==> src/rtl/atom_pkg.sv <==
package atom_pkg;
  typedef enum logic [1:0] {
    OP_LOAD  = 2'b00,
    OP_STORE = 2'b01,
    OP_TAS   = 2'b10,
    OP_SWAP  = 2'b11
  } op_e;

  typedef enum logic [1:0] {
    SQ_IDLE  = 2'b00,
    SQ_READ  = 2'b01,
    SQ_WRITE = 2'b10
  } seq_state_e;
endpackage

==> src/rtl/atom_rst_sync.sv <==
module atom_rst_sync #(
  parameter int STAGES = 2
) (
  input  logic clk,
  input  logic rst_ni,
  output logic rst_no
);
  logic [STAGES-1:0] sync_q;

  always_ff @(posedge clk or negedge rst_ni) begin
    if (!rst_ni) sync_q <= '0;
    else         sync_q <= {sync_q[STAGES-2:0], 1'b1};
  end

  assign rst_no = sync_q[STAGES-1];
endmodule

==> src/rtl/atom_arb.sv <==
module atom_arb #(
  parameter int N  = 2,
  parameter int AW = 4,
  parameter int DW = 32,
  localparam int IDW = (N > 1) ? $clog2(N) : 1
) (
  input  logic                 clk,
  input  logic                 rst_n,
  input  logic                 en,
  input  logic [N-1:0]         valid_i,
  input  logic [N-1:0][1:0]    op_i,
  input  logic [N-1:0][AW-1:0] addr_i,
  input  logic [N-1:0][DW-1:0] wdata_i,
  output logic [N-1:0]         gnt_o,
  output logic                 any_o,
  output logic [IDW-1:0]       sel_id_o,
  output logic [1:0]           sel_op_o,
  output logic [AW-1:0]        sel_addr_o,
  output logic [DW-1:0]        sel_wdata_o
);
  // Walk from highest to lowest index so the lowest valid requester wins.
  always_comb begin
    gnt_o       = '0;
    sel_id_o    = '0;
    sel_op_o    = '0;
    sel_addr_o  = '0;
    sel_wdata_o = '0;
    if (en) begin
      for (int i = N-1; i >= 0; i--) begin
        if (valid_i[i]) begin
          gnt_o       = '0;
          gnt_o[i]    = 1'b1;
          sel_id_o    = IDW'(i);
          sel_op_o    = op_i[i];
          sel_addr_o  = addr_i[i];
          sel_wdata_o = wdata_i[i];
        end
      end
    end
  end

  assign any_o = |gnt_o;

  AST_GNT_ONEHOT: assert property (@(posedge clk) disable iff (!rst_n)
    $onehot0(gnt_o));
  AST_PRIO_LOW: assert property (@(posedge clk) disable iff (!rst_n)
    (en && valid_i[0]) |-> gnt_o[0]);
endmodule

==> src/rtl/atom_mem.sv <==
module atom_mem #(
  parameter int AW = 4,
  parameter int DW = 32,
  localparam int DEPTH = 1 << AW
) (
  input  logic          clk,
  input  logic          rst_n,
  input  logic [AW-1:0] addr,
  input  logic          we,
  input  logic [DW-1:0] wdata,
  output logic [DW-1:0] rdata
);
  logic [DW-1:0] word_q [DEPTH];

  always_ff @(posedge clk or negedge rst_n) begin
    if (!rst_n) begin
      for (int i = 0; i < DEPTH; i++) word_q[i] <= '0;
    end else if (we) begin
      word_q[addr] <= wdata;
    end
  end

  assign rdata = word_q[addr];
endmodule

==> src/rtl/atom_seq.sv <==
module atom_seq
  import atom_pkg::*;
#(
  parameter int AW  = 4,
  parameter int DW  = 32,
  parameter int IDW = 1
) (
  input  logic           clk,
  input  logic           rst_n,
  input  logic           take_i,
  input  logic [IDW-1:0] id_i,
  input  logic [1:0]     op_i,
  input  logic [AW-1:0]  addr_i,
  input  logic [DW-1:0]  wdata_i,
  output logic           busy_o,
  output logic [AW-1:0]  mem_addr_o,
  output logic           mem_we_o,
  output logic [DW-1:0]  mem_wdata_o,
  input  logic [DW-1:0]  mem_rdata_i,
  output logic           rsp_valid_o,
  output logic [IDW-1:0] rsp_id_o,
  output logic [DW-1:0]  rsp_data_o
);
  seq_state_e     state_q, state_d;
  op_e            op_q;
  logic [AW-1:0]  addr_q;
  logic [DW-1:0]  wdata_q;
  logic [IDW-1:0] id_q;
  logic [DW-1:0]  old_q;
  logic           cap_en, old_en;
  logic           rsp_valid_d;
  logic [DW-1:0]  rsp_data_d;

  // Next-state and datapath decisions
  always_comb begin
    state_d     = state_q;
    cap_en      = 1'b0;
    old_en      = 1'b0;
    mem_we_o    = 1'b0;
    mem_wdata_o = wdata_q;
    rsp_valid_d = 1'b0;
    rsp_data_d  = '0;
    case (state_q)
      SQ_IDLE: begin
        if (take_i) begin
          cap_en  = 1'b1;
          state_d = SQ_READ;
        end
      end
      SQ_READ: begin
        old_en  = 1'b1;
        state_d = SQ_WRITE;
      end
      SQ_WRITE: begin
        rsp_valid_d = 1'b1;
        state_d     = SQ_IDLE;
        case (op_q)
          OP_LOAD:  rsp_data_d = old_q;
          OP_STORE: mem_we_o   = 1'b1;
          OP_TAS: begin
            rsp_data_d  = old_q;
            mem_we_o    = (old_q == '0);
            mem_wdata_o = DW'(1);
          end
          OP_SWAP: begin
            rsp_data_d = old_q;
            mem_we_o   = 1'b1;
          end
          default: ;
        endcase
      end
      default: state_d = SQ_IDLE;
    endcase
  end

  // Registers
  always_ff @(posedge clk or negedge rst_n) begin
    if (!rst_n) begin
      state_q     <= SQ_IDLE;
      rsp_valid_o <= 1'b0;
    end else begin
      state_q     <= state_d;
      rsp_valid_o <= rsp_valid_d;
    end
  end

  always_ff @(posedge clk or negedge rst_n) begin
    if (!rst_n) begin
      op_q    <= OP_LOAD;
      addr_q  <= '0;
      wdata_q <= '0;
      id_q    <= '0;
    end else if (cap_en) begin
      op_q    <= op_e'(op_i);
      addr_q  <= addr_i;
      wdata_q <= wdata_i;
      id_q    <= id_i;
    end
  end

  always_ff @(posedge clk or negedge rst_n) begin
    if (!rst_n)      old_q <= '0;
    else if (old_en) old_q <= mem_rdata_i;
  end

  always_ff @(posedge clk or negedge rst_n) begin
    if (!rst_n) begin
      rsp_data_o <= '0;
      rsp_id_o   <= '0;
    end else if (rsp_valid_d) begin
      rsp_data_o <= rsp_data_d;
      rsp_id_o   <= id_q;
    end
  end

  assign busy_o     = (state_q != SQ_IDLE);
  assign mem_addr_o = addr_q;

  AST_RSP_PULSE: assert property (@(posedge clk) disable iff (!rst_n)
    rsp_valid_o |=> !rsp_valid_o);
  AST_RSP_FOLLOWS_WRITE: assert property (@(posedge clk) disable iff (!rst_n)
    rsp_valid_o |-> $past(state_q == SQ_WRITE));
  AST_WRITE_AFTER_READ: assert property (@(posedge clk) disable iff (!rst_n)
    mem_we_o |-> $past(state_q == SQ_READ));
  AST_TAS_HELD_NO_WRITE: assert property (@(posedge clk) disable iff (!rst_n)
    (state_q == SQ_WRITE && op_q == OP_TAS && old_q != '0) |-> !mem_we_o);
  AST_LOAD_NO_WRITE: assert property (@(posedge clk) disable iff (!rst_n)
    (state_q == SQ_WRITE && op_q == OP_LOAD) |-> !mem_we_o);
endmodule

==> src/rtl/atom_rmw_top.sv <==
module atom_rmw_top #(
  parameter int AW = 4,
  parameter int DW = 32
) (
  input  logic          clk,
  input  logic          rst_n,
  input  logic          rq0_valid,
  input  logic [1:0]    rq0_op,
  input  logic [AW-1:0] rq0_addr,
  input  logic [DW-1:0] rq0_wdata,
  input  logic          rq1_valid,
  input  logic [1:0]    rq1_op,
  input  logic [AW-1:0] rq1_addr,
  input  logic [DW-1:0] rq1_wdata,
  output logic [1:0]    rq_gnt,
  output logic          busy,
  output logic          rsp_valid,
  output logic          rsp_id,
  output logic [DW-1:0] rsp_data
);
  localparam int NRQ = 2;
  localparam int IDW = 1;

  logic                   rst_s_n;
  logic [NRQ-1:0]         v_vec;
  logic [NRQ-1:0][1:0]    op_vec;
  logic [NRQ-1:0][AW-1:0] addr_vec;
  logic [NRQ-1:0][DW-1:0] wd_vec;
  logic                   any_gnt;
  logic [IDW-1:0]         sel_id;
  logic [1:0]             sel_op;
  logic [AW-1:0]          sel_addr;
  logic [DW-1:0]          sel_wdata;
  logic [AW-1:0]          m_addr;
  logic                   m_we;
  logic [DW-1:0]          m_wdata, m_rdata;

  assign v_vec    = {rq1_valid, rq0_valid};
  assign op_vec   = {rq1_op, rq0_op};
  assign addr_vec = {rq1_addr, rq0_addr};
  assign wd_vec   = {rq1_wdata, rq0_wdata};

  atom_rst_sync #(.STAGES(2)) u_rst (
    .clk(clk), .rst_ni(rst_n), .rst_no(rst_s_n)
  );

  atom_arb #(.N(NRQ), .AW(AW), .DW(DW)) u_arb (
    .clk(clk), .rst_n(rst_s_n), .en(!busy),
    .valid_i(v_vec), .op_i(op_vec), .addr_i(addr_vec), .wdata_i(wd_vec),
    .gnt_o(rq_gnt), .any_o(any_gnt), .sel_id_o(sel_id), .sel_op_o(sel_op),
    .sel_addr_o(sel_addr), .sel_wdata_o(sel_wdata)
  );

  atom_seq #(.AW(AW), .DW(DW), .IDW(IDW)) u_seq (
    .clk(clk), .rst_n(rst_s_n), .take_i(any_gnt), .id_i(sel_id),
    .op_i(sel_op), .addr_i(sel_addr), .wdata_i(sel_wdata), .busy_o(busy),
    .mem_addr_o(m_addr), .mem_we_o(m_we), .mem_wdata_o(m_wdata),
    .mem_rdata_i(m_rdata), .rsp_valid_o(rsp_valid), .rsp_id_o(rsp_id),
    .rsp_data_o(rsp_data)
  );

  atom_mem #(.AW(AW), .DW(DW)) u_mem (
    .clk(clk), .rst_n(rst_s_n), .addr(m_addr), .we(m_we),
    .wdata(m_wdata), .rdata(m_rdata)
  );

  AST_NO_GNT_BUSY: assert property (@(posedge clk) disable iff (!rst_s_n)
    busy |-> (rq_gnt == '0));
  AST_BUSY_AFTER_GNT: assert property (@(posedge clk) disable iff (!rst_s_n)
    (rq_gnt != '0) |=> busy);
endmodule

==> config.mk <==
export PLATFORM = sky130hd
export DESIGN_NAME = atom_rmw_top
export DESIGN_NICKNAME = d
export VERILOG_FILES = /design/src/rtl/atom_pkg.sv /design/src/rtl/atom_rst_sync.sv /design/src/rtl/atom_arb.sv /design/src/rtl/atom_mem.sv /design/src/rtl/atom_seq.sv /design/src/rtl/atom_rmw_top.sv
export SDC_FILE = /design/constraint.sdc
export NUM_CORES = 1
export LEC_CHECK = 0
export BUFFER_PORTS_ARGS = -buffer_cell sky130_fd_sc_hd__buf_2
export CORE_MARGIN = 2
export CORE_UTILIZATION = 57
export CTS_CLUSTER_SIZE = 12
export DETAILED_ROUTE_END_ITERATION = 8
export HOLD_SLACK_MARGIN = 0.02
export PLACE_DENSITY = 0.78
export SYNTH_ARGS = -nofsm -noshare
export SYNTH_HDL_FRONTEND = slang
export SYNTH_SLANG_ARGS = --single-unit
==> constraint.sdc <==
create_clock -name clk -period 41.4 [get_ports clk]
set_input_delay 12.42 -clock clk [delete_from_list [all_inputs] [get_ports clk]]
set_output_delay 12.42 -clock clk [all_outputs]
set_load 0.05 [all_outputs]
==> results.ini <==
[sta]
report.final.slew_viol_count=0
fin_skew_ps=20.73
final.hold.worst_slack_ps=349.4
finalSetupViolations=0
relative_max_transition_margin_pct=21.04
rsz0062_at_grt=false
layout_worst_path_cycle_share_pct=64.62
period_minus_slack_ps=26750
timing.setup.tns_ps=0
finalHoldViolations=0
max_slew.worst_pin.slew_ps=1175
highest_attainable_clock_frequency_mhz=37.38

[global_route]
grt_start_max_net_pins=113
antenna_found_initial=0
grt_usage_pct=34.24
grt_first_pass_wirelength_mm=126.5
grt.overflow.total=0
first_global_vias=20580

[routing]
drt_total_wl_mm=83.71
detailedRoute.firstIterationViolations=2745
drtAntennaViolNets=0
drc_errors=0
avg_vias_per_cell=7.204
route.vias.total=20170
drt-wirelength-per-cell_um=29.90
drt_pass1_iterations=7

[power]
pwr-share-clk_pct=22.9
power-per-cell-area_nw_per_um2=76.48
net_load_switching_power_mw=0.8598
pwr-share-seq_pct=44.2
comb_power_share_pct=32.9
power.share.switching_pct=37.93
worst_ir_drop_vdd_mv=0.08426
power_leakage_nw=13.47
int_pwr_mw=1.407

[worst_setup_path]
largest_fanout_of_any_net_on_the_critical_path=41
r2r_slack_ps=36820
end_kind=primary output
timing.critical_path.arrival_ps=14330
reg2reg_from=u_seq.mem_addr_o[0]$_DFFE_PN0P_
setup.worst_path.class=in2out
start_kind=input port
r2r-end=u_mem.word_q[26]$_DFFE_PN0P_
critical_path_required_ps=28980
r2r.worst_path.cells=8

[layout]
drive_gt1_share_pct=17.97
most_common_cell_after_layout_fill_and_taps_aside=dfrtp_1
most-common-layout-cells=dfrtp_1, o2bb2ai_1, o21ai_0, mux2i_1, buf_2
stdcell_area_um2=29640
num-nets-final=2243
syn_to_final_growth_pct=10.21
fin_util_pct=63.66
n_antenna_cell=0

[floorplan]
die_height_um=221.2
fp.coreArea_um2=46560
initial_utilization_pct=57.77
num_io_pins=117
placementRows=79
floorplan.die_area_um2=48930
die_w_um=221.2

[placed_design]
half_perimeter_wire_length_after_detailed_placement_mm=49.02
place.gp.congestion=0.8743
port_buffers=116
detailed_place.area_um2=27850

[cts]
clk_path_buf_depth=3
numCtsBuffers=61
cts_num_sinks=621
cts_root_buf=clkbuf_16
tritoncts=built
cts-resized-gates=0
post-cts-setup-buffer-count=0
clock_insertion_delay_worst_skew_ps=620
cts_htree_levels=2
path_clk_slew_ps=60
cts_hold_buf=0

[logic_synthesis]
synthCells=2150
synth.lib_cells_used.distinct=49
yosysWarnings=0
synthesis.area_um2=26890
post_synth.cell_area_avg_um2=12.51
synth.ff_latch_count=621
sequential_fraction_of_the_synthesis_area_pct=57.78
ys.flop_type=dfrtp_1
ys_async_sr_fraction_pct=100.0
synth_nets=2230
synth_edf_count=0

[outcome]
status=finished clean

[hold_path]
hp-start=u_rst.sync_q[0]$_DFF_PN0_
whs_path_depth=0
path_category_of_the_worst_min_delay_check=reg2reg
min_delay_worst_endpoint=u_rst.sync_q[1]$_DFF_PN0_

[flow_run]
maxCapViolations=0

## registers in the layout (all words and copies together), names as in the netlist
name	count
u_seq.rsp_id_o	1
u_seq.mem_addr_o	4
u_rst.sync_q	2
u_seq.wdata_q	32
u_seq.state_q	2
u_seq.rsp_data_o	32
u_seq.id_q	1
u_seq.rsp_valid_o	1
u_mem.word_q	512
u_seq.op_q	2
u_seq.old_q	32
## synth_stat cells, drive strengths merged, types with 3 or more instances
| master | n | area (um2) |
|---|---|---|
| clkbuf | 173 | 650.6 |
| a21o | 34 | 255.2 |
| nor2b | 5 | 31.28 |
| buf | 44 | 276.5 |
| o2bb2ai | 216 | 1892 |
| a2bb2oi | 21 | 183.9 |
| inv | 17 | 63.81 |
| a2bb2o | 12 | 120.1 |
| or3 | 7 | 48.80 |
| and2 | 22 | 137.6 |
| nand2 | 89 | 334.1 |
| o22ai | 66 | 412.9 |
| a32o | 44 | 440.4 |
| mux4 | 64 | 1441 |
| nor4 | 6 | 37.54 |
| nor3 | 35 | 186.4 |
| nand2b | 5 | 31.28 |
| a22oi | 73 | 548.0 |
| mux2i | 129 | 1291 |
| and4 | 3 | 26.28 |
| nand3b | 4 | 30.03 |
| a22o | 76 | 665.6 |
| nor2 | 60 | 225.2 |
| dfrtp | 621 | 15540 |
| mux2 | 58 | 656.9 |
| o21ai | 229 | 1146 |
| a21oi | 23 | 115.1 |
## power groups by stage
stage / Clock [mW] / Sequential, mW / Combinational, mW
final: 0.520 / 1.00 / 0.746
after global routing: 0.547 / 1.02 / 0.795
after CTS: 0.523 / 0.989 / 0.737
after detailed placement: 0 / 0.997 / 0.733
after global placement: 0 / 0.984 / 0.710
after floorplan: 0 / 0.963 / 0.526
## worst max-delay path: stages
cell and delay (ps):
buf_2 410, nor2b_4 940, and2_1 280, buf_2 280
## cells by family (layout without fill, tap and decap cells)
kind of cell | Yosys count | after routing | share of synthesized area [%]
AOI/OAI and AO/OA | 796 | 796 | 21.56
DFF | 621 | 621 | 57.78
muxes | 251 | 251 | 12.60
and+or+nand+nor | 246 | 246 | 4.341
buffers and inverters | 235 | 278 | 3.699
other | 1 | 1 | 0.01394
## per-layer routing
metal  routed length (um)  vias up  global-route usage (%)  share of wire, %
met5                    0        -                       0                 0
met4                 4622        0                   18.16               5.5
met3                11040      316                   11.54                13
met2                37370     1324                   50.99                45
met1                30670    10340                   44.78                37
li1                     -     8195                       -                 -
## stage by stage
stage | worst slack [ps] | instances | power, mW
floorplan | 15680 | 2150 | 1.489
global placement | 14780 | 2707 | 1.694
detailed placement | 14690 | 2707 | 1.730
CTS | 14690 | 2800 | 2.249
global route | 14570 | 2800 | 2.361
finish | 14650 | 2800 | 2.267
## worst max-delay path by stage
stage	start	end	slack (ps)
after global routing	rq0_valid	rq_gnt[1]	14570
after global placement	rq0_valid	rq_gnt[1]	14780
final	rq0_valid	rq_gnt[1]	14650
after floorplan	rq0_valid	rq_gnt[1]	15680
after CTS	rq0_valid	rq_gnt[1]	14690
after detailed placement	rq0_valid	rq_gnt[1]	14690
## final cells by class
cell class                      instances  area (um2)
Clock buffer                           89        1742
Fill cell                            3403       16920
Sequential cell                       621       15550
Timing Repair Buffer                  167       975.9
Clock inverter                          4       45.04
Multi-Input combinational cell       1294       10500
Inverter                               18       67.56
Tap cell                              607       759.5
No activity file was read; power rests on OpenSTA's default activity.
